[src/rtl/nac_pkg.sv]
package nac_pkg;
  localparam int ID_W = 10;
  localparam logic [ID_W-1:0] NO_IRQ = 10'd1023;
  typedef enum logic {WK_IDLE, WK_SCAN} wk_state_e;
endpackage

[src/rtl/nac_ack_gate.sv]
module nac_ack_gate
  import nac_pkg::*;
#(
  parameter int NUM_IRQ = 32,
  parameter int PRIO_W  = 8
) (
  input  logic [ID_W-1:0]   pend_id,
  input  logic [PRIO_W-1:0] pend_prio,
  input  logic [PRIO_W:0]   run_prio,
  output logic              take
);
  logic id_real;
  logic preempts;

  // A candidate is real only if it names an implemented interrupt.
  assign id_real  = (pend_id != NO_IRQ) && (pend_id < ID_W'(NUM_IRQ));
  // It must be strictly more urgent than what is already in service.
  assign preempts = {1'b0, pend_prio} < run_prio;
  assign take     = id_real && preempts;
endmodule

[src/rtl/nac_eoi_decode.sv]
module nac_eoi_decode
  import nac_pkg::*;
#(
  parameter int NUM_IRQ = 32
) (
  input  logic [31:0]        eoi_data,
  input  logic [ID_W-1:0]    run_id,
  input  logic               legacy_mode,
  input  logic [NUM_IRQ-1:0] line_high,
  input  logic [NUM_IRQ-1:0] irq_enabled,
  input  logic [NUM_IRQ-1:0] edge_cfg,
  input  logic [NUM_IRQ-1:0] to_this_cpu,
  output logic [ID_W-1:0]    eoi_id,
  output logic               act,
  output logic               is_top,
  output logic               repend
);
  localparam int ADDR_W = $clog2(NUM_IRQ);

  logic [ADDR_W-1:0] idx;
  logic              unused_hi;

  assign eoi_id    = eoi_data[ID_W-1:0];
  assign unused_hi = ^eoi_data[31:ID_W];
  assign idx       = eoi_id[ADDR_W-1:0];

  // Out-of-range IDs (1023 included) and an empty chain make the write a no-op.
  assign act    = (eoi_id < ID_W'(NUM_IRQ)) && (run_id != NO_IRQ);
  assign is_top = act && (eoi_id == run_id);
  assign repend = act && legacy_mode && !edge_cfg[idx] && irq_enabled[idx]
                  && line_high[idx] && to_this_cpu[idx];
endmodule

[src/rtl/nac_link_store.sv]
module nac_link_store
  import nac_pkg::*;
#(
  parameter int NUM_IRQ  = 32,
  parameter int PRIO_W   = 8,
  parameter int RD_PORTS = 3
) (
  input  logic                                clk,
  input  logic                                rst_n,
  input  logic                                we,
  input  logic [$clog2(NUM_IRQ)-1:0]          waddr,
  input  logic [ID_W-1:0]                     wlink,
  input  logic [PRIO_W:0]                     wprio,
  input  logic [RD_PORTS-1:0][$clog2(NUM_IRQ)-1:0] raddr,
  output logic [RD_PORTS-1:0][ID_W-1:0]       rlink,
  output logic [RD_PORTS-1:0][PRIO_W:0]       rprio
);
  localparam int ADDR_W = $clog2(NUM_IRQ);
  localparam logic [PRIO_W:0] IDLE_PRIO = {1'b1, {PRIO_W{1'b0}}};

  logic [ID_W-1:0] link_q [NUM_IRQ];
  logic [PRIO_W:0] prio_q [NUM_IRQ];

  // One slot per interrupt: who was running before it, and at what priority.
  for (genvar e = 0; e < NUM_IRQ; e++) begin : g_slot
    always_ff @(posedge clk or negedge rst_n) begin
      if (!rst_n) begin
        link_q[e] <= NO_IRQ;
        prio_q[e] <= IDLE_PRIO;
      end else if (we && (waddr == ADDR_W'(e))) begin
        link_q[e] <= wlink;
        prio_q[e] <= wprio;
      end
    end
  end

  for (genvar p = 0; p < RD_PORTS; p++) begin : g_rd
    assign rlink[p] = link_q[raddr[p]];
    assign rprio[p] = prio_q[raddr[p]];
  end
endmodule

[src/rtl/nac_chain_walker.sv]
module nac_chain_walker
  import nac_pkg::*;
#(
  parameter int NUM_IRQ = 32,
  parameter int PRIO_W  = 8
) (
  input  logic                       clk,
  input  logic                       rst_n,
  input  logic                       start,
  input  logic [$clog2(NUM_IRQ)-1:0] start_id,
  input  logic [ID_W-1:0]            target_id,
  output logic [$clog2(NUM_IRQ)-1:0] cur_addr,
  input  logic [ID_W-1:0]            cur_link,
  output logic [$clog2(NUM_IRQ)-1:0] tgt_addr,
  input  logic [ID_W-1:0]            tgt_link,
  input  logic [PRIO_W:0]            tgt_prio,
  output logic                       fix_we,
  output logic [$clog2(NUM_IRQ)-1:0] fix_addr,
  output logic [ID_W-1:0]            fix_link,
  output logic [PRIO_W:0]            fix_prio,
  output logic                       busy
);
  localparam int ADDR_W = $clog2(NUM_IRQ);
  localparam int STEP_W = $clog2(NUM_IRQ + 1);

  wk_state_e         state_q;
  logic [ADDR_W-1:0] cur_q;
  logic [ID_W-1:0]   tgt_q;
  logic [STEP_W-1:0] steps_q;
  logic              at_end, found, give_up;

  assign cur_addr = cur_q;
  assign tgt_addr = tgt_q[ADDR_W-1:0];
  assign busy     = (state_q == WK_SCAN);

  assign at_end  = (cur_link == NO_IRQ);
  assign found   = !at_end && (cur_link == tgt_q);
  // A corrupted chain cannot be longer than the number of slots.
  assign give_up = (steps_q == STEP_W'(NUM_IRQ - 1));

  // Splice: the entry pointing at the target inherits the target's link.
  assign fix_we   = busy && found;
  assign fix_addr = cur_q;
  assign fix_link = tgt_link;
  assign fix_prio = tgt_prio;

  always_ff @(posedge clk or negedge rst_n) begin
    if (!rst_n) begin
      state_q <= WK_IDLE;
      cur_q   <= '0;
      tgt_q   <= NO_IRQ;
      steps_q <= '0;
    end else begin
      unique case (state_q)
        WK_IDLE: begin
          if (start) begin
            state_q <= WK_SCAN;
            cur_q   <= start_id;
            tgt_q   <= target_id;
            steps_q <= '0;
          end
        end
        WK_SCAN: begin
          if (at_end || found || give_up) begin
            state_q <= WK_IDLE;
          end else begin
            cur_q   <= cur_link[ADDR_W-1:0];
            steps_q <= steps_q + 1'b1;
          end
        end
        default: state_q <= WK_IDLE;
      endcase
    end
  end

  AST_NO_RESTART: assert property (@(posedge clk) disable iff (!rst_n)
    busy |-> !start);
  AST_WALK_ENTERS: assert property (@(posedge clk) disable iff (!rst_n)
    start |=> busy);
endmodule

[src/rtl/nest_ack_ctrl.sv]
module nest_ack_ctrl
  import nac_pkg::*;
#(
  parameter int NUM_IRQ = 32,
  parameter int PRIO_W  = 8
) (
  input  logic               clk,
  input  logic               rst_n,
  input  logic               legacy_mode,
  input  logic [9:0]         pend_id,
  input  logic [PRIO_W-1:0]  pend_prio,
  input  logic               ack_valid,
  output logic               ack_ready,
  output logic               ack_rsp_valid,
  output logic [9:0]         ack_rsp_id,
  input  logic               eoi_valid,
  output logic               eoi_ready,
  input  logic [31:0]        eoi_data,
  input  logic [NUM_IRQ-1:0] line_high,
  input  logic [NUM_IRQ-1:0] irq_enabled,
  input  logic [NUM_IRQ-1:0] edge_cfg,
  input  logic [NUM_IRQ-1:0] to_this_cpu,
  output logic               clr_valid,
  output logic [9:0]         clr_id,
  output logic               repend_valid,
  output logic [9:0]         repend_id,
  output logic [9:0]         run_id,
  output logic [PRIO_W:0]    run_prio,
  output logic               busy
);
  localparam int ADDR_W = $clog2(NUM_IRQ);
  localparam int RD_N   = 3;
  localparam logic [PRIO_W:0] IDLE_PRIO = {1'b1, {PRIO_W{1'b0}}};

  logic [ID_W-1:0]   run_id_q;
  logic [PRIO_W:0]   run_prio_q;
  logic              rsp_v_q, clr_v_q, rep_v_q;
  logic [ID_W-1:0]   rsp_id_q, clr_id_q, rep_id_q;

  logic              ack_take, ack_fire, eoi_fire;
  logic [ID_W-1:0]   eoi_id;
  logic              eoi_act, eoi_top, eoi_rep;
  logic              walk_busy, walk_start;

  logic                        st_we;
  logic [ADDR_W-1:0]           st_waddr;
  logic [ID_W-1:0]             st_wlink;
  logic [PRIO_W:0]             st_wprio;
  logic [RD_N-1:0][ADDR_W-1:0] st_raddr;
  logic [RD_N-1:0][ID_W-1:0]   st_rlink;
  logic [RD_N-1:0][PRIO_W:0]   st_rprio;

  logic              fix_we;
  logic [ADDR_W-1:0] fix_addr, cur_addr, tgt_addr;
  logic [ID_W-1:0]   fix_link;
  logic [PRIO_W:0]   fix_prio;

  // Completion has precedence; a walk stalls both channels.
  assign eoi_ready = !walk_busy;
  assign ack_ready = !walk_busy && !eoi_valid;
  assign ack_fire  = ack_valid && ack_ready;
  assign eoi_fire  = eoi_valid && eoi_ready;

  nac_ack_gate #(.NUM_IRQ(NUM_IRQ), .PRIO_W(PRIO_W)) u_gate (
    .pend_id  (pend_id),
    .pend_prio(pend_prio),
    .run_prio (run_prio_q),
    .take     (ack_take)
  );

  nac_eoi_decode #(.NUM_IRQ(NUM_IRQ)) u_eoi (
    .eoi_data   (eoi_data),
    .run_id     (run_id_q),
    .legacy_mode(legacy_mode),
    .line_high  (line_high),
    .irq_enabled(irq_enabled),
    .edge_cfg   (edge_cfg),
    .to_this_cpu(to_this_cpu),
    .eoi_id     (eoi_id),
    .act        (eoi_act),
    .is_top     (eoi_top),
    .repend     (eoi_rep)
  );

  // Acknowledge pushes and the walker's splice never share a cycle.
  assign st_we    = (ack_fire && ack_take) || fix_we;
  assign st_waddr = fix_we ? fix_addr : pend_id[ADDR_W-1:0];
  assign st_wlink = fix_we ? fix_link : run_id_q;
  assign st_wprio = fix_we ? fix_prio : run_prio_q;
  assign st_raddr = {tgt_addr, cur_addr, eoi_id[ADDR_W-1:0]};

  nac_link_store #(.NUM_IRQ(NUM_IRQ), .PRIO_W(PRIO_W), .RD_PORTS(RD_N)) u_store (
    .clk  (clk),
    .rst_n(rst_n),
    .we   (st_we),
    .waddr(st_waddr),
    .wlink(st_wlink),
    .wprio(st_wprio),
    .raddr(st_raddr),
    .rlink(st_rlink),
    .rprio(st_rprio)
  );

  assign walk_start = eoi_fire && eoi_act && !eoi_top;

  nac_chain_walker #(.NUM_IRQ(NUM_IRQ), .PRIO_W(PRIO_W)) u_walk (
    .clk      (clk),
    .rst_n    (rst_n),
    .start    (walk_start),
    .start_id (run_id_q[ADDR_W-1:0]),
    .target_id(eoi_id),
    .cur_addr (cur_addr),
    .cur_link (st_rlink[1]),
    .tgt_addr (tgt_addr),
    .tgt_link (st_rlink[2]),
    .tgt_prio (st_rprio[2]),
    .fix_we   (fix_we),
    .fix_addr (fix_addr),
    .fix_link (fix_link),
    .fix_prio (fix_prio),
    .busy     (walk_busy)
  );

  always_ff @(posedge clk or negedge rst_n) begin
    if (!rst_n) begin
      run_id_q   <= NO_IRQ;
      run_prio_q <= IDLE_PRIO;
      rsp_v_q    <= 1'b0;
      rsp_id_q   <= NO_IRQ;
      clr_v_q    <= 1'b0;
      clr_id_q   <= NO_IRQ;
      rep_v_q    <= 1'b0;
      rep_id_q   <= NO_IRQ;
    end else begin
      rsp_v_q <= 1'b0;
      clr_v_q <= 1'b0;
      rep_v_q <= 1'b0;
      if (ack_fire) begin
        rsp_v_q  <= 1'b1;
        rsp_id_q <= ack_take ? pend_id : NO_IRQ;
        if (ack_take) begin
          run_id_q   <= pend_id;
          run_prio_q <= {1'b0, pend_prio};
          clr_v_q    <= 1'b1;
          clr_id_q   <= pend_id;
        end
      end
      if (eoi_fire && eoi_act) begin
        if (eoi_rep) begin
          rep_v_q  <= 1'b1;
          rep_id_q <= eoi_id;
        end
        if (eoi_top) begin
          run_id_q   <= st_rlink[0];
          run_prio_q <= st_rprio[0];
        end
      end
    end
  end

  assign ack_rsp_valid = rsp_v_q;
  assign ack_rsp_id    = rsp_id_q;
  assign clr_valid     = clr_v_q;
  assign clr_id        = clr_id_q;
  assign repend_valid  = rep_v_q;
  assign repend_id     = rep_id_q;
  assign run_id        = run_id_q;
  assign run_prio      = run_prio_q;
  assign busy          = walk_busy;

  AST_REFUSE_KEEPS: assert property (@(posedge clk) disable iff (!rst_n)
    ack_fire && !ack_take |=> ack_rsp_id == NO_IRQ && $stable(run_id_q));
  AST_ACK_TAKES: assert property (@(posedge clk) disable iff (!rst_n)
    ack_fire && ack_take |=> run_id_q == $past(pend_id) && clr_v_q && clr_id_q == $past(pend_id));
  AST_IDLE_PRIO: assert property (@(posedge clk) disable iff (!rst_n)
    run_id_q == NO_IRQ |-> run_prio_q == IDLE_PRIO);
  AST_PRIO_DROPS: assert property (@(posedge clk) disable iff (!rst_n)
    ack_fire && ack_take |=> run_prio_q < $past(run_prio_q));
  AST_EOI_RANGE: assert property (@(posedge clk) disable iff (!rst_n)
    eoi_fire && eoi_data[9:0] >= 10'(NUM_IRQ) |=> $stable(run_id_q) && !walk_busy);
  AST_EOI_EMPTY: assert property (@(posedge clk) disable iff (!rst_n)
    eoi_fire && run_id_q == NO_IRQ |=> run_id_q == NO_IRQ && !rep_v_q);
  AST_WALK_HOLDS: assert property (@(posedge clk) disable iff (!rst_n)
    walk_busy |=> $stable(run_id_q) && $stable(run_prio_q));
endmodule

[config.mk]
export PLATFORM = sky130hd
export DESIGN_NAME = nest_ack_ctrl
export DESIGN_NICKNAME = d
export VERILOG_FILES = /design/src/rtl/nac_pkg.sv /design/src/rtl/nac_ack_gate.sv /design/src/rtl/nac_eoi_decode.sv /design/src/rtl/nac_link_store.sv /design/src/rtl/nac_chain_walker.sv /design/src/rtl/nest_ack_ctrl.sv
export SDC_FILE = /design/constraint.sdc
export NUM_CORES = 1
export LEC_CHECK = 0
export CAP_MARGIN = 10
export CORE_ASPECT_RATIO = 0.75
export CORE_MARGIN = 2
export CORE_UTILIZATION = 40
export CTS_BUF_LIST = sky130_fd_sc_hd__clkbuf_8
export DETAILED_ROUTE_END_ITERATION = 8
export PLACE_DENSITY = 0.63
export SLEW_MARGIN = 0
export SYNTH_ARGS = -nofsm -noshare
export SYNTH_HDL_FRONTEND = slang
export SYNTH_SLANG_ARGS = --single-unit
[constraint.sdc]
create_clock -name clk -period 5.1 [get_ports clk]
set_input_delay 1.02 -clock clk [delete_from_list [all_inputs] [get_ports clk]]
set_output_delay 1.02 -clock clk [all_outputs]
set_load 0.02 [all_outputs]
==> qor.txt <==
RUN STATUS
-----------------------------------------------------------------------------------------------------------------
Outcome                                                                                              finished clean

CELLS AND AREA
-----------------------------------------------------------------------------------------------------------------
Flip-flop and latch area                                                                              0.0176 mm^2
Ratio of cells with drive above 1 in the final layout                                                       59.2%
Multi-input logic area                                                                                0.0219 mm^2
Final nets                                                                                                  2,978
Area growth from synthesis to final layout                                                                  16.1%
Final core area utilization                                                                                 46.9%
Filler cell count in the final layout                                                                       8,691
Cell area after layout                                                                                0.0475 mm^2

CLOCK TREE
-----------------------------------------------------------------------------------------------------------------
Post-CTS Repair Setup Buffers                                                                                   0
Clock tree from TritonCTS                                                                                    done
Clk sinks                                                                                                     682
Depth of the CTS H-tree                                                                                         3
Insertion delay to the later sink of the worst-skew pair                                                  0.83 ns
Post-CTS sizing                                                                                                 0
Root Buffer Master                                                                                       clkbuf_8
Clock transition time at the flip-flop clock pins of the worst setup and hold paths                       0.06 ns
CTS Buf Count                                                                                                 109
Clock Tree Buf Depth                                                                                            3
Quantity of hold-fixing buffers added after cts                                                                 0

ROUTING
-----------------------------------------------------------------------------------------------------------------
Routed Antenna Nets                                                                                             0
Number of DRC violations after detailed routing                                                                 0
Via count                                                                                                  26,700
Final wirelength                                                                                       135,000 um
Drt initial violations                                                                                      2,775
First-pass iteration count of the detailed router                                                               5
Detail-routed via count per cell                                                                             6.32
Drt wl/cell                                                                                               32.0 um

HOLD PATH
-----------------------------------------------------------------------------------------------------------------
Min-delay worst type                                                                                 input pin to async pin

CRITICAL PATH
-----------------------------------------------------------------------------------------------------------------
Worst path bufs/invs                                                                                            1
CP most frequent cell                                                                                      mux4_2
Cell at the slowest stage of the critical path                                                            dfrtp_4
Data arrival time at the worst-slack endpoint                                                             5.56 ns
Largest incremental delay on the critical path                                                            0.80 ns
Cell class contributing the biggest share of worst-path delay                                        multiplexers
Endpoint required time on the critical path                                                               5.82 ns
Cells traversed along the worst timing path                                                          mux4_2, mux4_2, mux2i_1, xnor2_1, nor3_1, nand4_1, nor3_4, buf_12, mux2_2, mux2_1
Critical path startpoint category                                                                        register
Setup CP Type                                                                                        register to register
Top fanout value on the critical path                                                                          32
Crit path capture type                                                                                   register

SYNTHESIS
-----------------------------------------------------------------------------------------------------------------
Biggest area consumer among synthesized cells                                                             dfstp_2
Simple-gate share of the synthesized area                                                                   3.12%
Mean instance size in the synthesized netlist                                                           15.9 um^2
Count of unique library cells instantiated by Yosys                                                            60
Mux share of post-synthesis cell area                                                                       46.0%
Largest cells by area after synthesis                                                                dfstp_2, mux4_2, dfrtp_1
Share of flip-flops with an asynchronous set or reset after synthesis                                        100%
Share of Yosys cell area claimed by the top area cell type                                                  25.9%
Synth warn                                                                                                      0
Arithmetic-cell share of the synthesized area counting full adders, half adders and majority gates         0.244%
Share of the synthesized area in compound gates (AO/OA/AOI/OAI)                                             3.56%
Number of instances in the synthesized netlist                                                              2,573
Dominant combinational cell family by area after synthesis                                           multiplexers
Dominant cell by count in the synthesized netlist                                                          mux4_2
Mapped cell area                                                                                      0.0410 mm^2
Most frequent cells after synthesis                                                                  mux4_2, dfstp_2, mux2_2
Flip-flop cell with the highest count after synthesis                                                     dfstp_2
Count of flip-flops with a built-in enable after synthesis                                                      0
Proportion of synthesized chip area in sequential cells                                                     42.9%
Yosys reg bits                                                                                                682
Post-synthesis net count                                                                                    2,764
XOR/XNOR share of the synthesized area                                                                     0.385%

STA
-----------------------------------------------------------------------------------------------------------------
Final period util                                                                                           95.0%
Largest clock skew in the final design                                                                  0.0418 ns
Transition time of the tightest slew-check pin                                                            1.14 ns
Setup repair after global routing missed its margin                                                            no
Min setup slack post-route                                                                               0.255 ns
Min Clock Period, post-route                                                                              4.84 ns
Final hold vios                                                                                                 0
Worst slew margin                                                                                           24.2%
Max-slew violation count                                                                                        0
F_max                                                                                                     206 MHz
Setup Viol. Count Final                                                                                         0
Sum of negative setup slack                                                                                  0 ns

POWER AND IR DROP
-----------------------------------------------------------------------------------------------------------------
Leak Pwr                                                                                                  19.6 nW
Cell-internal power                                                                                       9.55 mW
Sequential Power Share                                                                                      42.2%
Sw Ratio                                                                                                    32.2%
Peak ir drop on the vdd network                                                                          0.212 mV
Clock power share                                                                                           36.0%
Relative contribution of combinational cells to total power                                                 21.8%
Power density over the cells                                                                          296 mW/mm^2
Reported net switching power                                                                              4.54 mW

RUN
-----------------------------------------------------------------------------------------------------------------
Max cap viols                                                                                                   0

DIE
-----------------------------------------------------------------------------------------------------------------
Initial standard-cell utilization of the core                                                               40.4%
Count of boundary I/O pins                                                                                    238
Die Area                                                                                               0.105 mm^2
Horiz. Die Dim                                                                                             373 um
Number of cell rows                                                                                           101
Die H                                                                                                      281 um
Std-Cell Core Area                                                                                     0.101 mm^2

PLACE
-----------------------------------------------------------------------------------------------------------------
Half-perimeter wire length after detailed placement                                                     84,700 um
Count of port buffers added during placement                                                                  215
GPL Wtd Cong                                                                                                0.886
Worst setup timing slack at the placement stage                                                          0.362 ns
Post-placement cell area                                                                              0.0452 mm^2

GLOBAL ROUTING
-----------------------------------------------------------------------------------------------------------------
Pin count of the biggest net entering global routing                                                          132
Via count of the first global-routing pass                                                                 28,100
GRT Residual Overflow                                                                                           0
Antenna violations before repair                                                                                3
Total routing usage reported by global routing                                                              25.8%
Wire length of the first global-routing pass                                                           199,000 um

==> power groups by stage <==
stage / clock network [mW] / logic, mW / registers [mW]
detailed placement: 0 / 3.05 / 6.03
CTS: 5.19 / 3.05 / 5.94
finish: 5.08 / 3.07 / 5.94
global route: 5.43 / 3.22 / 5.97
global placement: 0 / 3.02 / 6.02
floorplan: 0 / 2.06 / 5.73
==> cell families (layout without fill, tap and decap cells) <==
| kind of cell | count (synthesis) | after routing |
|---|---|---|
| AOI/OAI and AO/OA | 164 | 164 |
| xor gates and xnor gates | 18 | 18 |
| adders and majority gates | 8 | 8 |
| buffers and inverters | 279 | 589 |
| DFF | 682 | 682 |
| muxes | 1200 | 1200 |
| other | 0 | 3 |
| and+or+nand+nor | 222 | 222 |
==> state kept, by name (all words and copies together), names as in the netlist, 5 cells and up <==
name and flops:
u_walk.tgt_q 10, ack_rsp_id 10, run_prio 9, clr_id 10, u_store.link_q 320, u_store.prio_q 288, run_id 10, u_walk.steps_q 6
u_walk.cur_addr 5, repend_id 10
==> stage by stage <==
step	hold WS [ns]	power, mW	std cells
floorplan	0.449	7.79	2573
global placement	0.459	9.04	4015
detailed placement	0.452	9.07	4015
CTS	0.202	14.2	4222
global route	0.252	14.6	4223
finish	0.252	14.1	4225
==> per-layer routing <==
metal  GRT usage [%]  up-vias  share of wire (%)
met3            6.60      261                8.9
met1            36.2    14500                 43
li1                -    10600                  -
met2            38.9     1276                 45
met5               0        -                  0
met4            8.71        0                3.1
==> cells in the final DEF, fill, tap and decap left out, drive strengths merged, types with 4 or more instances in the layout <==
| master | n |
|---|---|
| dfstp | 403 |
| mux2i | 110 |
| o21ai | 13 |
| a21o | 4 |
| xnor2 | 13 |
| nand4 | 7 |
| inv | 61 |
| nand2 | 31 |
| and2 | 23 |
| o22a | 4 |
| nand4b | 32 |
| a32oi | 14 |
| a32o | 16 |
| mux4 | 440 |
| mux2 | 650 |
| xor2 | 5 |
| clkinv | 13 |
| a22oi | 36 |
| dfrtp | 279 |
| buf | 156 |
| nor2b | 20 |
| nor2 | 51 |
| nand2b | 8 |
| and3 | 6 |
| nor3 | 11 |
| o22ai | 6 |
| a211oi | 13 |
| ha | 8 |
| o31ai | 5 |
| a22o | 4 |
| nand3 | 7 |
| nor4 | 10 |
| clkdlybuf4s50 | 210 |
| clkbuf | 143 |
| a21oi | 41 |
==> cell type report <==
cell class                 count  share of cell area, %
timing repair buffer         366                   8.37
inverter                      16                  0.126
sequential                   682                   37.0
multi-input combinational   1612                   46.1
tap                         1339                   3.52
clock buffer                 143                   4.14
antenna                        3                 0.0158
clock inverter                64                  0.787
==> final timing paths <==
path / startpoint / endpoint / slack, ns / cells past startpoint
worst max-delay path: u_walk.cur_addr[0] / u_store.link_q[222] / 0.26 / 10
worst min-delay path: rst_n / u_store.prio_q[258] / 0.25 / 1
worst max register to register: u_walk.cur_addr[0] / u_store.link_q[222] / 0.26 / 10
worst min register to register: repend_id[0] / repend_id[0] / 0.46 / 2
max in group asynchronous: rst_n / u_store.prio_q[92] / 3.68 / 2
min in group clk: repend_id[0] / repend_id[0] / 0.46 / 2
No activity file was read; power rests on OpenSTA's default activity.
